$ cat src/rtl/wdt_pkg.sv
package wdt_pkg;

    localparam int TMO_W  = 32;
    localparam int DATA_W = 32;

    localparam logic [7:0] OFS_CTRL = 8'h00;
    localparam logic [7:0] OFS_TMO  = 8'h08;
    localparam logic [7:0] OFS_SVC  = 8'h10;
    localparam logic [7:0] OFS_CNT  = 8'h14;

    localparam logic [DATA_W-1:0] KEY_FIRST  = 32'h0000_A602;
    localparam logic [DATA_W-1:0] KEY_SECOND = 32'h0000_B480;

    typedef struct packed {
        logic [1:0] svc_mode;
        logic       stop_frz;
        logic       dbg_frz;
        logic       en;
    } ctrl_t;

    typedef enum logic {
        KEY_WAIT_FIRST  = 1'b0,
        KEY_WAIT_SECOND = 1'b1
    } key_state_e;

    function automatic logic [TMO_W-1:0] clamp_tmo(input logic [TMO_W-1:0] raw,
                                                   input logic [TMO_W-1:0] floor_v);
        return (raw < floor_v) ? floor_v : raw;
    endfunction

    function automatic logic [DATA_W-1:0] pack_ctrl(input ctrl_t c);
        logic [DATA_W-1:0] w;
        w = '0;
        w[0]    = c.en;
        w[1]    = c.dbg_frz;
        w[2]    = c.stop_frz;
        w[10:9] = c.svc_mode;
        return w;
    endfunction

endpackage

$ cat src/rtl/wdt_regs.sv
module wdt_regs
    import wdt_pkg::*;
#(
    parameter logic [TMO_W-1:0] TMO_RESET = 32'h0000_0800
) (
    input  logic              clk,
    input  logic              rst,
    input  logic [7:0]        addr,
    input  logic [DATA_W-1:0] wdata,
    input  logic              we,
    input  logic              re,
    input  logic [TMO_W-1:0]  cnt,
    output logic [DATA_W-1:0] rdata,
    output ctrl_t             ctrl,
    output logic [TMO_W-1:0]  tmo,
    output logic              start_pulse,
    output logic              svc_wr,
    output logic [DATA_W-1:0] svc_data
);

    logic ctrl_wr;
    logic tmo_wr;

    assign ctrl_wr  = we && (addr == OFS_CTRL);
    assign tmo_wr   = we && (addr == OFS_TMO);
    assign svc_wr   = we && (addr == OFS_SVC);
    assign svc_data = wdata;

    assign start_pulse = ctrl_wr && wdata[0] && !ctrl.en;

    always_ff @(posedge clk) begin
        if (rst) begin
            ctrl <= '0;
            tmo  <= TMO_RESET;
        end else begin
            if (ctrl_wr) begin
                ctrl.en       <= wdata[0];
                ctrl.dbg_frz  <= wdata[1];
                ctrl.stop_frz <= wdata[2];
                ctrl.svc_mode <= wdata[10:9];
            end
            if (tmo_wr) begin
                tmo <= wdata;
            end
        end
    end

    always_comb begin
        rdata = '0;
        if (re) begin
            unique case (addr)
                OFS_CTRL: rdata = pack_ctrl(ctrl);
                OFS_TMO:  rdata = tmo;
                OFS_CNT:  rdata = ctrl.en ? '0 : cnt;
                default:  rdata = '0;
            endcase
        end
    end

    AST_CNT_HIDDEN: assert property (@(posedge clk) disable iff (rst)
        (re && addr == OFS_CNT && ctrl.en) |-> (rdata == '0));

    AST_CTRL_WRITE: assert property (@(posedge clk) disable iff (rst)
        ctrl_wr |=> (pack_ctrl(ctrl) == ($past(wdata) & 32'h0000_0607)));

endmodule

$ cat src/rtl/wdt_key_seq.sv
module wdt_key_seq
    import wdt_pkg::*;
(
    input  logic              clk,
    input  logic              rst,
    input  logic              svc_wr,
    input  logic [DATA_W-1:0] svc_data,
    output logic              svc_ok
);

    key_state_e state_q;
    key_state_e state_d;

    always_comb begin
        state_d = state_q;
        svc_ok  = 1'b0;
        if (svc_wr) begin
            if (state_q == KEY_WAIT_FIRST && svc_data == KEY_FIRST) begin
                state_d = KEY_WAIT_SECOND;
            end else if (state_q == KEY_WAIT_SECOND && svc_data == KEY_SECOND) begin
                state_d = KEY_WAIT_FIRST;
                svc_ok  = 1'b1;
            end else begin
                state_d = KEY_WAIT_FIRST;
            end
        end
    end

    always_ff @(posedge clk) begin
        if (rst) state_q <= KEY_WAIT_FIRST;
        else     state_q <= state_d;
    end

    AST_KEY_SECOND_ONLY: assert property (@(posedge clk) disable iff (rst)
        svc_ok |-> (svc_wr && svc_data == KEY_SECOND));

    AST_KEY_FIRST_SEEN: assert property (@(posedge clk) disable iff (rst)
        svc_ok |-> $past(svc_wr && svc_data == KEY_FIRST) || !$past(svc_wr));

    AST_KEY_WRONG_RESETS: assert property (@(posedge clk) disable iff (rst)
        (svc_wr && svc_data != KEY_FIRST && svc_data != KEY_SECOND)
            |=> (state_q == KEY_WAIT_FIRST));

endmodule

$ cat src/rtl/wdt_count.sv
module wdt_count
    import wdt_pkg::*;
#(
    parameter logic [TMO_W-1:0] TMO_MIN = 32'h0000_0100
) (
    input  logic             clk,
    input  logic             rst,
    input  logic             en,
    input  logic             frozen,
    input  logic             load,
    input  logic [TMO_W-1:0] tmo,
    output logic [TMO_W-1:0] cnt_q,
    output logic             expired_q
);

    logic at_zero;

    assign at_zero = (cnt_q == '0);

    always_ff @(posedge clk) begin
        if (rst) begin
            cnt_q     <= '0;
            expired_q <= 1'b0;
        end else begin
            if (load) begin
                cnt_q <= clamp_tmo(tmo, TMO_MIN);
            end else if (en && !frozen && !at_zero) begin
                cnt_q <= cnt_q - 1'b1;
            end
            if (en && at_zero && !load) begin
                expired_q <= 1'b1;
            end
        end
    end

    AST_CNT_STEP: assert property (@(posedge clk) disable iff (rst)
        (en && !frozen && !load && cnt_q != '0) |=> (cnt_q == $past(cnt_q) - 1'b1));

    AST_LOAD_FLOOR: assert property (@(posedge clk) disable iff (rst)
        load |=> (cnt_q >= TMO_MIN));

    AST_FREEZE_HOLD: assert property (@(posedge clk) disable iff (rst)
        (frozen && !load) |=> $stable(cnt_q));

    AST_IDLE_HOLD: assert property (@(posedge clk) disable iff (rst)
        (!en && !load) |=> $stable(cnt_q));

    AST_EXPIRED_STICKY: assert property (@(posedge clk) disable iff (rst)
        expired_q |=> expired_q);

endmodule

$ cat src/rtl/keyed_wdt.sv
module keyed_wdt
    import wdt_pkg::*;
#(
    parameter logic [TMO_W-1:0] TMO_RESET = 32'h0000_0800,
    parameter logic [TMO_W-1:0] TMO_MIN   = 32'h0000_0100
) (
    input  logic              clk,
    input  logic              rst,
    input  logic [7:0]        bus_addr,
    input  logic [DATA_W-1:0] bus_wdata,
    input  logic              bus_we,
    input  logic              bus_re,
    output logic [DATA_W-1:0] bus_rdata,
    input  logic              dbg_halt_i,
    input  logic              lowpwr_i,
    output logic              wdt_expired_o
);

    ctrl_t             ctrl;
    logic [TMO_W-1:0]  tmo;
    logic [TMO_W-1:0]  cnt;
    logic              start_pulse;
    logic              svc_wr;
    logic [DATA_W-1:0] svc_data;
    logic              svc_ok;
    logic              frozen;
    logic              load;

    assign frozen = (ctrl.dbg_frz && dbg_halt_i) || (ctrl.stop_frz && lowpwr_i);
    assign load   = start_pulse || svc_ok;

    wdt_regs #(.TMO_RESET(TMO_RESET)) u_regs (
        .clk         (clk),
        .rst         (rst),
        .addr        (bus_addr),
        .wdata       (bus_wdata),
        .we          (bus_we),
        .re          (bus_re),
        .cnt         (cnt),
        .rdata       (bus_rdata),
        .ctrl        (ctrl),
        .tmo         (tmo),
        .start_pulse (start_pulse),
        .svc_wr      (svc_wr),
        .svc_data    (svc_data)
    );

    wdt_key_seq u_keys (
        .clk      (clk),
        .rst      (rst),
        .svc_wr   (svc_wr),
        .svc_data (svc_data),
        .svc_ok   (svc_ok)
    );

    wdt_count #(.TMO_MIN(TMO_MIN)) u_count (
        .clk       (clk),
        .rst       (rst),
        .en        (ctrl.en),
        .frozen    (frozen),
        .load      (load),
        .tmo       (tmo),
        .cnt_q     (cnt),
        .expired_q (wdt_expired_o)
    );

    AST_OPT_OUT_FREEZE: assert property (@(posedge clk) disable iff (rst)
        (ctrl.en && !ctrl.dbg_frz && !ctrl.stop_frz && !load && cnt != '0)
            |=> (cnt != $past(cnt)));

endmodule

$ cat config.mk
export PLATFORM = sky130hd
export DESIGN_NAME = keyed_wdt
export DESIGN_NICKNAME = d
export VERILOG_FILES = /design/src/rtl/wdt_pkg.sv /design/src/rtl/wdt_regs.sv /design/src/rtl/wdt_key_seq.sv /design/src/rtl/wdt_count.sv /design/src/rtl/keyed_wdt.sv
export SDC_FILE = /design/constraint.sdc
export NUM_CORES = 1
export LEC_CHECK = 0
export BUFFER_PORTS_ARGS = -buffer_cell sky130_fd_sc_hd__buf_4
export CORE_MARGIN = 2
export CORE_UTILIZATION = 52
export CTS_BUF_LIST = sky130_fd_sc_hd__clkbuf_2 sky130_fd_sc_hd__clkbuf_4 sky130_fd_sc_hd__clkbuf_8
export DETAILED_ROUTE_END_ITERATION = 8
export PLACE_DENSITY = 0.75
export SLEW_MARGIN = 30
export SYNTH_ARGS = -nofsm -noshare
export SYNTH_HDL_FRONTEND = slang
export SYNTH_SLANG_ARGS = --single-unit
$ cat constraint.sdc
create_clock -name clk -period 2.7 [get_ports clk]
set_input_delay 0.405 -clock clk [delete_from_list [all_inputs] [get_ports clk]]
set_output_delay 0.405 -clock clk [all_outputs]
set_load 0.1 [all_outputs]
==> results.json, run 1 <==
{
  "fmax_mhz": 384.8,
  "setup_violations": 0,
  "routedWlPerCell_um": 19.57,
  "min_from": "bus_wdata[19]",
  "clkTransAtPathRegs_ns": 0.08,
  "ys_types": 49,
  "syn_inst": 529,
  "hold_depth": 3,
  "fin_util": 0.7181,
  "crit_fanout": 11,
  "cp-end-kind": "output port",
  "num_rows": 32,
  "die_area_um2": 8892,
  "worstPathArrival_ns": 2.19,
  "slew-limit-headroom": 0.6267,
  "ys_top_cells_by_area": "dfxtp_1, a311oi_2, a21oi_1",
  "status": "completed",
  "cts_tree": "yes",
  "io_pins": 79,
  "clock_path_buffers": 2,
  "ff2ff_path_depth": 7,
  "ys.warnings.count": 0,
  "synth_edf_count": 0,
  "critPathLaunchType": "input pin",
  "leakagePower_nw": 1.890,
  "hold_path.class": "in2reg",
  "grt_max_degree": 42,
  "fin_tns_setup_ns": 0,
  "drc": 0,
  "nFillCells": 658,
  "worstSetupPathType": "in2out",
  "grt_pass1_vias": 4449,
  "period_minus_slack_ns": 2.599,
  "seq_area_um2": 1421,
  "hold_ws_ns": 0.3176,
  "nNetsFinal": 657,
  "firstDrtPassIters": 8,
  "ys_async_sr_fraction": 0,
  "vias": 4774,
  "core_um2": 7807,
  "die_h_um": 94.30,
  "overflow": 0,
  "syn-num-nets": 576,
  "instances_no_fill": 717,
  "cp.required_ns": 2.30,
  "cts_max_level": 3,
  "start_util": 0.5431,
  "clk-insertion-delay-late_ns": 0.35,
  "dpl.cell_count": 701,
  "ant_nets": 0,
  "rsz0062_at_grt": "no",
  "yosysMostFrequentCell": "dfxtp_1",
  "drt_iter0_drc": 452,
  "synthDominantCellAreaShare": 0.3352,
  "yosysTopAreaCell": "dfxtp_1",
  "grt_pass1_wl_um": 22240,
  "io_buffer_count": 78,
  "maxSlewViolCount": 0,
  "drive_gt1_frac": 0.3431,
  "finClkSkew_ns": 0.009141,
  "area_delta_synth_final_pct": 32.22,
  "track_usage": 0.3199,
  "maxCapViolations": 0,
  "ir_worst_vdd_mv": 0.2721,
  "reg2reg_from": "u_count.cnt_q[8]",
  "finalWirelength_um": 14030,
  "syn_area_per_cell_um2": 8.016,
  "synth_common_cells": "dfxtp_1, a21oi_1, nand2_1, nand3_1, nor2_1",
  "cts_buffers": 9,
  "die_w_um": 94.30,
  "timing_worst_slew_pin_value_ns": 0.5548,
  "post-cts-setup-buffer-count": 0,
  "synth_area_um2": 4240,
  "synth_seq_area_share": 0.3352,
  "multi_input_area_um2": 2875,
  "antenna_found_initial": 0,
  "worstReg2RegEnd": "u_count.cnt_q[0]",
  "total_power_mw": 2.185,
  "cts_root_buffer": "clkbuf_8",
  "vias_per_cell": 6.658,
  "cts_hold_buf": 0,
  "r2r_slack_ns": 0.17,
  "hold-path-endpoint": "u_regs.tmo[19]",
  "p_per_area_nw_per_um2": 389.7,
  "ys_ff_latch": 71,
  "hpwl_um": 9958,
  "hold_viol_final": 0,
  "clock-sinks": 71,
  "place_congestion": 0.9474,
  "synth_top_flop_cell": "dfxtp_1",
  "fin_crit_sh": 0.9626,
  "antennaDiodeCount": 0
}
-- routing by layer --
| metal | routed length, um | share of wire | GRT usage |
|---|---|---|---|
| met5 | 0 | 0 | 0 |
| met4 | 231 | 0.016 | 0.1039 |
| met3 | 1101 | 0.078 | 0.04896 |
| met2 | 6441 | 0.46 | 0.4875 |
| met1 | 6256 | 0.45 | 0.4633 |
-- layout make-up --
cell class | instances | area share
Multi-Input combinational cell | 406 | 0.5128
Timing Repair Buffer | 118 | 0.1669
Clock buffer | 11 | 0.02700
Sequential cell | 71 | 0.2535
Tap cell | 102 | 0.02276
Inverter | 4 | 0.002678
Clock inverter | 5 | 0.01428
-- placed cells by master, fill, tap and decap left out, types with 6 or more instances in the layout --
| master | n |
|---|---|
| clkbuf_8 | 11 |
| buf_4 | 114 |
| nand3_1 | 49 |
| nor4_1 | 18 |
| nor2_4 | 32 |
| nor2_1 | 14 |
| a211oi_2 | 7 |
| a22oi_1 | 34 |
| or3_1 | 12 |
| nor3_1 | 6 |
| o31ai_1 | 12 |
| or4_1 | 14 |
| a311oi_2 | 22 |
| dfxtp_1 | 71 |
| o21ai_0 | 8 |
| a21oi_1 | 60 |
| nand2_1 | 54 |
-- sequential cells by signal (all words and copies together), names as in the netlist --
| name | flops |
|---|---|
| u_regs.tmo | 32 |
| u_regs.ctrl | 5 |
| u_count.expired_q | 1 |
| u_keys.state_q | 1 |
| u_count.cnt_q | 32 |
-- logic make-up (layout without fill, tap and decap cells) --
| family | Yosys count | count (layout) | synth area share |
|---|---|---|---|
| flip-flops | 71 | 71 | 0.3352 |
| buffers and inverters | 52 | 138 | 0.05370 |
| adder cells (fa/ha/maj) | 1 | 1 | 0.002950 |
| AO/OA/AOI/OAI | 171 | 171 | 0.3157 |
| AND/OR/NAND/NOR | 227 | 227 | 0.2777 |
| multiplexers | 1 | 1 | 0.002361 |
| XOR/XNOR | 6 | 6 | 0.01239 |
-- where the power goes --
group	switching, mW	internal, mW
Clock	0.423	0.569
Sequential	0.00178	1.05
Combinational	0.0787	0.0646
-- through the flow --
stage	setup slack (ns)	area, um2
2_1_floorplan	-0.06695	4487
3_3_place_gp	-0.09794	5365
3_5_place_dp	-0.1856	5365
4_1_cts	0.09484	5597
5_1_grt	0.01444	5607
6_report	0.1010	5607
-- what timing repair did --
item,CTS,global route
gates resized for setup,0,2
endpoints found under the hold margin,0,0
endpoints found under the setup margin,0,6
-- worst max path at each step --
stage,startpoint,endpoint,slack [ns],depth (start not counted)
final,bus_addr[1],bus_rdata[2],0.10,8
after detailed placement,bus_addr[1],u_count.cnt_q[14],-0.19,7
after CTS,bus_addr[1],bus_rdata[2],0.09,8
after global routing,u_count.cnt_q[8],u_count.cnt_q[13],0.01,7
after floorplan,bus_addr[1],u_count.cnt_q[10],-0.07,8
after global placement,bus_addr[1],u_count.cnt_q[14],-0.1,7
-- worst max-delay path: stages --
cell and delay (ns):
buf_4 0.11, or4_4 0.52, buf_4 0.16, nor4_1 0.21, buf_4 0.24, a222oi_1 0.12
nor2_4 0.12, buf_4 0.29
Note: power is estimated with default switching activity, not from simulation.
==> inputs of run 2 (changes only) <==
--- a/config.mk
+++ b/config.mk
@@ -7,10 +7,10 @@
 export LEC_CHECK = 0
 export BUFFER_PORTS_ARGS = -buffer_cell sky130_fd_sc_hd__buf_4
 export CORE_MARGIN = 2
-export CORE_UTILIZATION = 52
+export CORE_UTILIZATION = 58
 export CTS_BUF_LIST = sky130_fd_sc_hd__clkbuf_2 sky130_fd_sc_hd__clkbuf_4 sky130_fd_sc_hd__clkbuf_8
 export DETAILED_ROUTE_END_ITERATION = 8
-export PLACE_DENSITY = 0.75
+export PLACE_DENSITY = 0.8
 export SLEW_MARGIN = 30
 export SYNTH_ARGS = -nofsm -noshare
 export SYNTH_HDL_FRONTEND = slang
==> constraint.sdc (replaced) <==
create_clock -name clk -period 2.8 [get_ports clk]
set_input_delay 0.42 -clock clk [delete_from_list [all_inputs] [get_ports clk]]
set_output_delay 0.42 -clock clk [all_outputs]
set_load 0.1 [all_outputs]
==> results.json, run 2 (synthesis gave the netlist of run 1 again) <==
{
  "status": "completed",
  "reg2reg_from": "u_count.cnt_q[8]",
  "hpwl_um": 9443,
  "crit_fanout": 32,
  "mostFrequentLayoutCells": "buf_4, dfxtp_1, a21oi_1",
  "cp_slowest_stage_delay_ns": 0.53,
  "ant_nets": 0,
  "r2r_slack_ns": 0.17,
  "fin_util": 0.7627,
  "vias": 4756,
  "min_from": "bus_wdata[24]",
  "cp_common_cell": "buf_4",
  "fin_crit_sh": 0.9685,
  "period_minus_slack_ns": 2.712,
  "num_rows": 31,
  "finalWirelength_um": 13600,
  "p_per_area_nw_per_um2": 378.3,
  "grt_pass1_vias": 4343,
  "core_um2": 7176,
  "slew-limit-headroom": 0.5758,
  "drc": 0,
  "top_regs": "u_count.cnt_q (32), u_regs.tmo (32), u_regs.ctrl (5)",
  "nNetsFinal": 642,
  "cp_cell_sequence": "buf_4 -> or4_4 -> buf_4 -> nor4_2 -> buf_12 -> a22oi_1 -> nor2_4 -> buf_4",
  "hold_ws_ns": 0.3245,
  "cts_root_buffer": "clkbuf_8",
  "ff2ff_path_depth": 6,
  "die_area_um2": 8011,
  "firstDrtPassIters": 5,
  "clk-insertion-delay-late_ns": 0.36,
  "finClkSkew_ns": 0.01374,
  "track_usage": 0.3509,
  "critPathLaunchType": "input pin",
  "critical_path_buf_inv_count": 4,
  "cts_hold_buf": 0,
  "fin_area_um2": 5473,
  "timing_worst_slew_pin_value_ns": 0.6305,
  "fin_tns_setup_ns": 0,
  "path_delay_family": "simple AND/OR/NAND/NOR gates",
  "antenna_found_initial": 0,
  "setup_violations": 0,
  "maxCapViolations": 0,
  "die_h_um": 89.51,
  "place_congestion": 0.8904,
  "cts_tree": "yes",
  "grt_pass1_wl_um": 21530,
  "area_delta_synth_final_pct": 29.06,
  "cp.depth": 8,
  "placed_area_um2": 5253,
  "leakagePower_nw": 1.825,
  "start_util": 0.5909,
  "clkTransAtPathRegs_ns": 0.08,
  "cts_max_level": 3,
  "die_w_um": 89.51,
  "routedWlPerCell_um": 19.45,
  "io_pins": 79,
  "hold_depth": 3,
  "hold_path.class": "in2reg",
  "vias_per_cell": 6.804,
  "overflow": 0,
  "cts_buffers": 9,
  "worstSetupPathType": "in2out",
  "antennaDiodeCount": 0,
  "hold-path-endpoint": "u_regs.tmo[24]",
  "hold_viol_final": 0,
  "cp.required_ns": 2.38,
  "worstReg2RegEnd": "u_count.cnt_q[8]",
  "rsz0062_at_grt": "no",
  "clock-sinks": 71,
  "drive_gt1_frac": 0.3233,
  "fmax_mhz": 368.7,
  "drt_iter0_drc": 491,
  "worstPathArrival_ns": 2.29,
  "final_common_cell": "buf_4",
  "cp-end-kind": "output port",
  "clock_path_buffers": 2,
  "maxSlewViolCount": 0,
  "grt_max_degree": 66,
  "io_buffer_count": 78,
  "worst_path_max_delay_cell": "or4_4",
  "ir_worst_vdd_mv": 0.3163
}
==> run 2: changes by cell type in the layout (fill, tap and decap cells not counted), moves of 2 or more <==
cell        delta
clkinvlp_4     -2
clkbuf_8       -2
buf_4         -16
clkinv_4       +2
==> run 2: worst max-delay path by stage <==
stage | startpoint | end | slack (ns)
CTS | u_count.cnt_q[8] | u_count.cnt_q[3] | 0.08
global placement | bus_addr[1] | u_count.cnt_q[2] | -0.04
floorplan | bus_addr[1] | u_count.cnt_q[10] | 0.03
finish | bus_addr[1] | bus_rdata[14] | 0.09
detailed placement | bus_addr[1] | u_count.cnt_q[0] | -0.09
global route | bus_addr[1] | bus_rdata[14] | 0.007
==> run 2: timing repair <==
action | in CTS | in global routing
resized for setup | 0 | 1
buffers inserted | 0 | 0
hold endpoints to repair | 0 | 0
setup endpoints to repair | 0 | 1
==> run 2: layout make-up <==
class,instances,area (um2)
Multi-Input combinational cell,406,2856
Clock inverter,7,96.34
Tap cell,99,123.9
Clock buffer,9,123.9
Sequential cell,71,1421
Timing Repair Buffer,103,835.8
Fill cell,534,1703
Inverter,4,15.01
==> run 2: layer usage <==
layer / wire [um] / GRT usage / vias to the layer above
met5: 0 / 0 / -
met4: 280 / 0.1343 / 0
met3: 1389 / 0.07018 / 28
met2: 6223 / 0.5239 / 268
met1: 5705 / 0.4983 / 2282
li1: - / - / 2178
==> run 2: worst min-delay path: cells and delay by family <==
family / cells / cell delay [ns]
compound gates: 1 / 0.05
simple gates: 1 / 0.05
buf+inv: 1 / 0.11
==> run 2: stage by stage <==
step	cells	setup slack, ns	power [mW]
after floorplan	529	0.02574	1.086
after global placement	683	-0.04295	1.163
after detailed placement	683	-0.08924	1.165
after CTS	699	0.08186	2.068
after global routing	699	0.007488	2.129
final	699	0.08813	2.070
==> run 2: power breakdown <==
group | switching (mW) | internal, mW
combinational | 0.0740 | 0.0585
clock | 0.422 | 0.505
sequential | 0.00175 | 1.01
total | 0.497 | 1.57
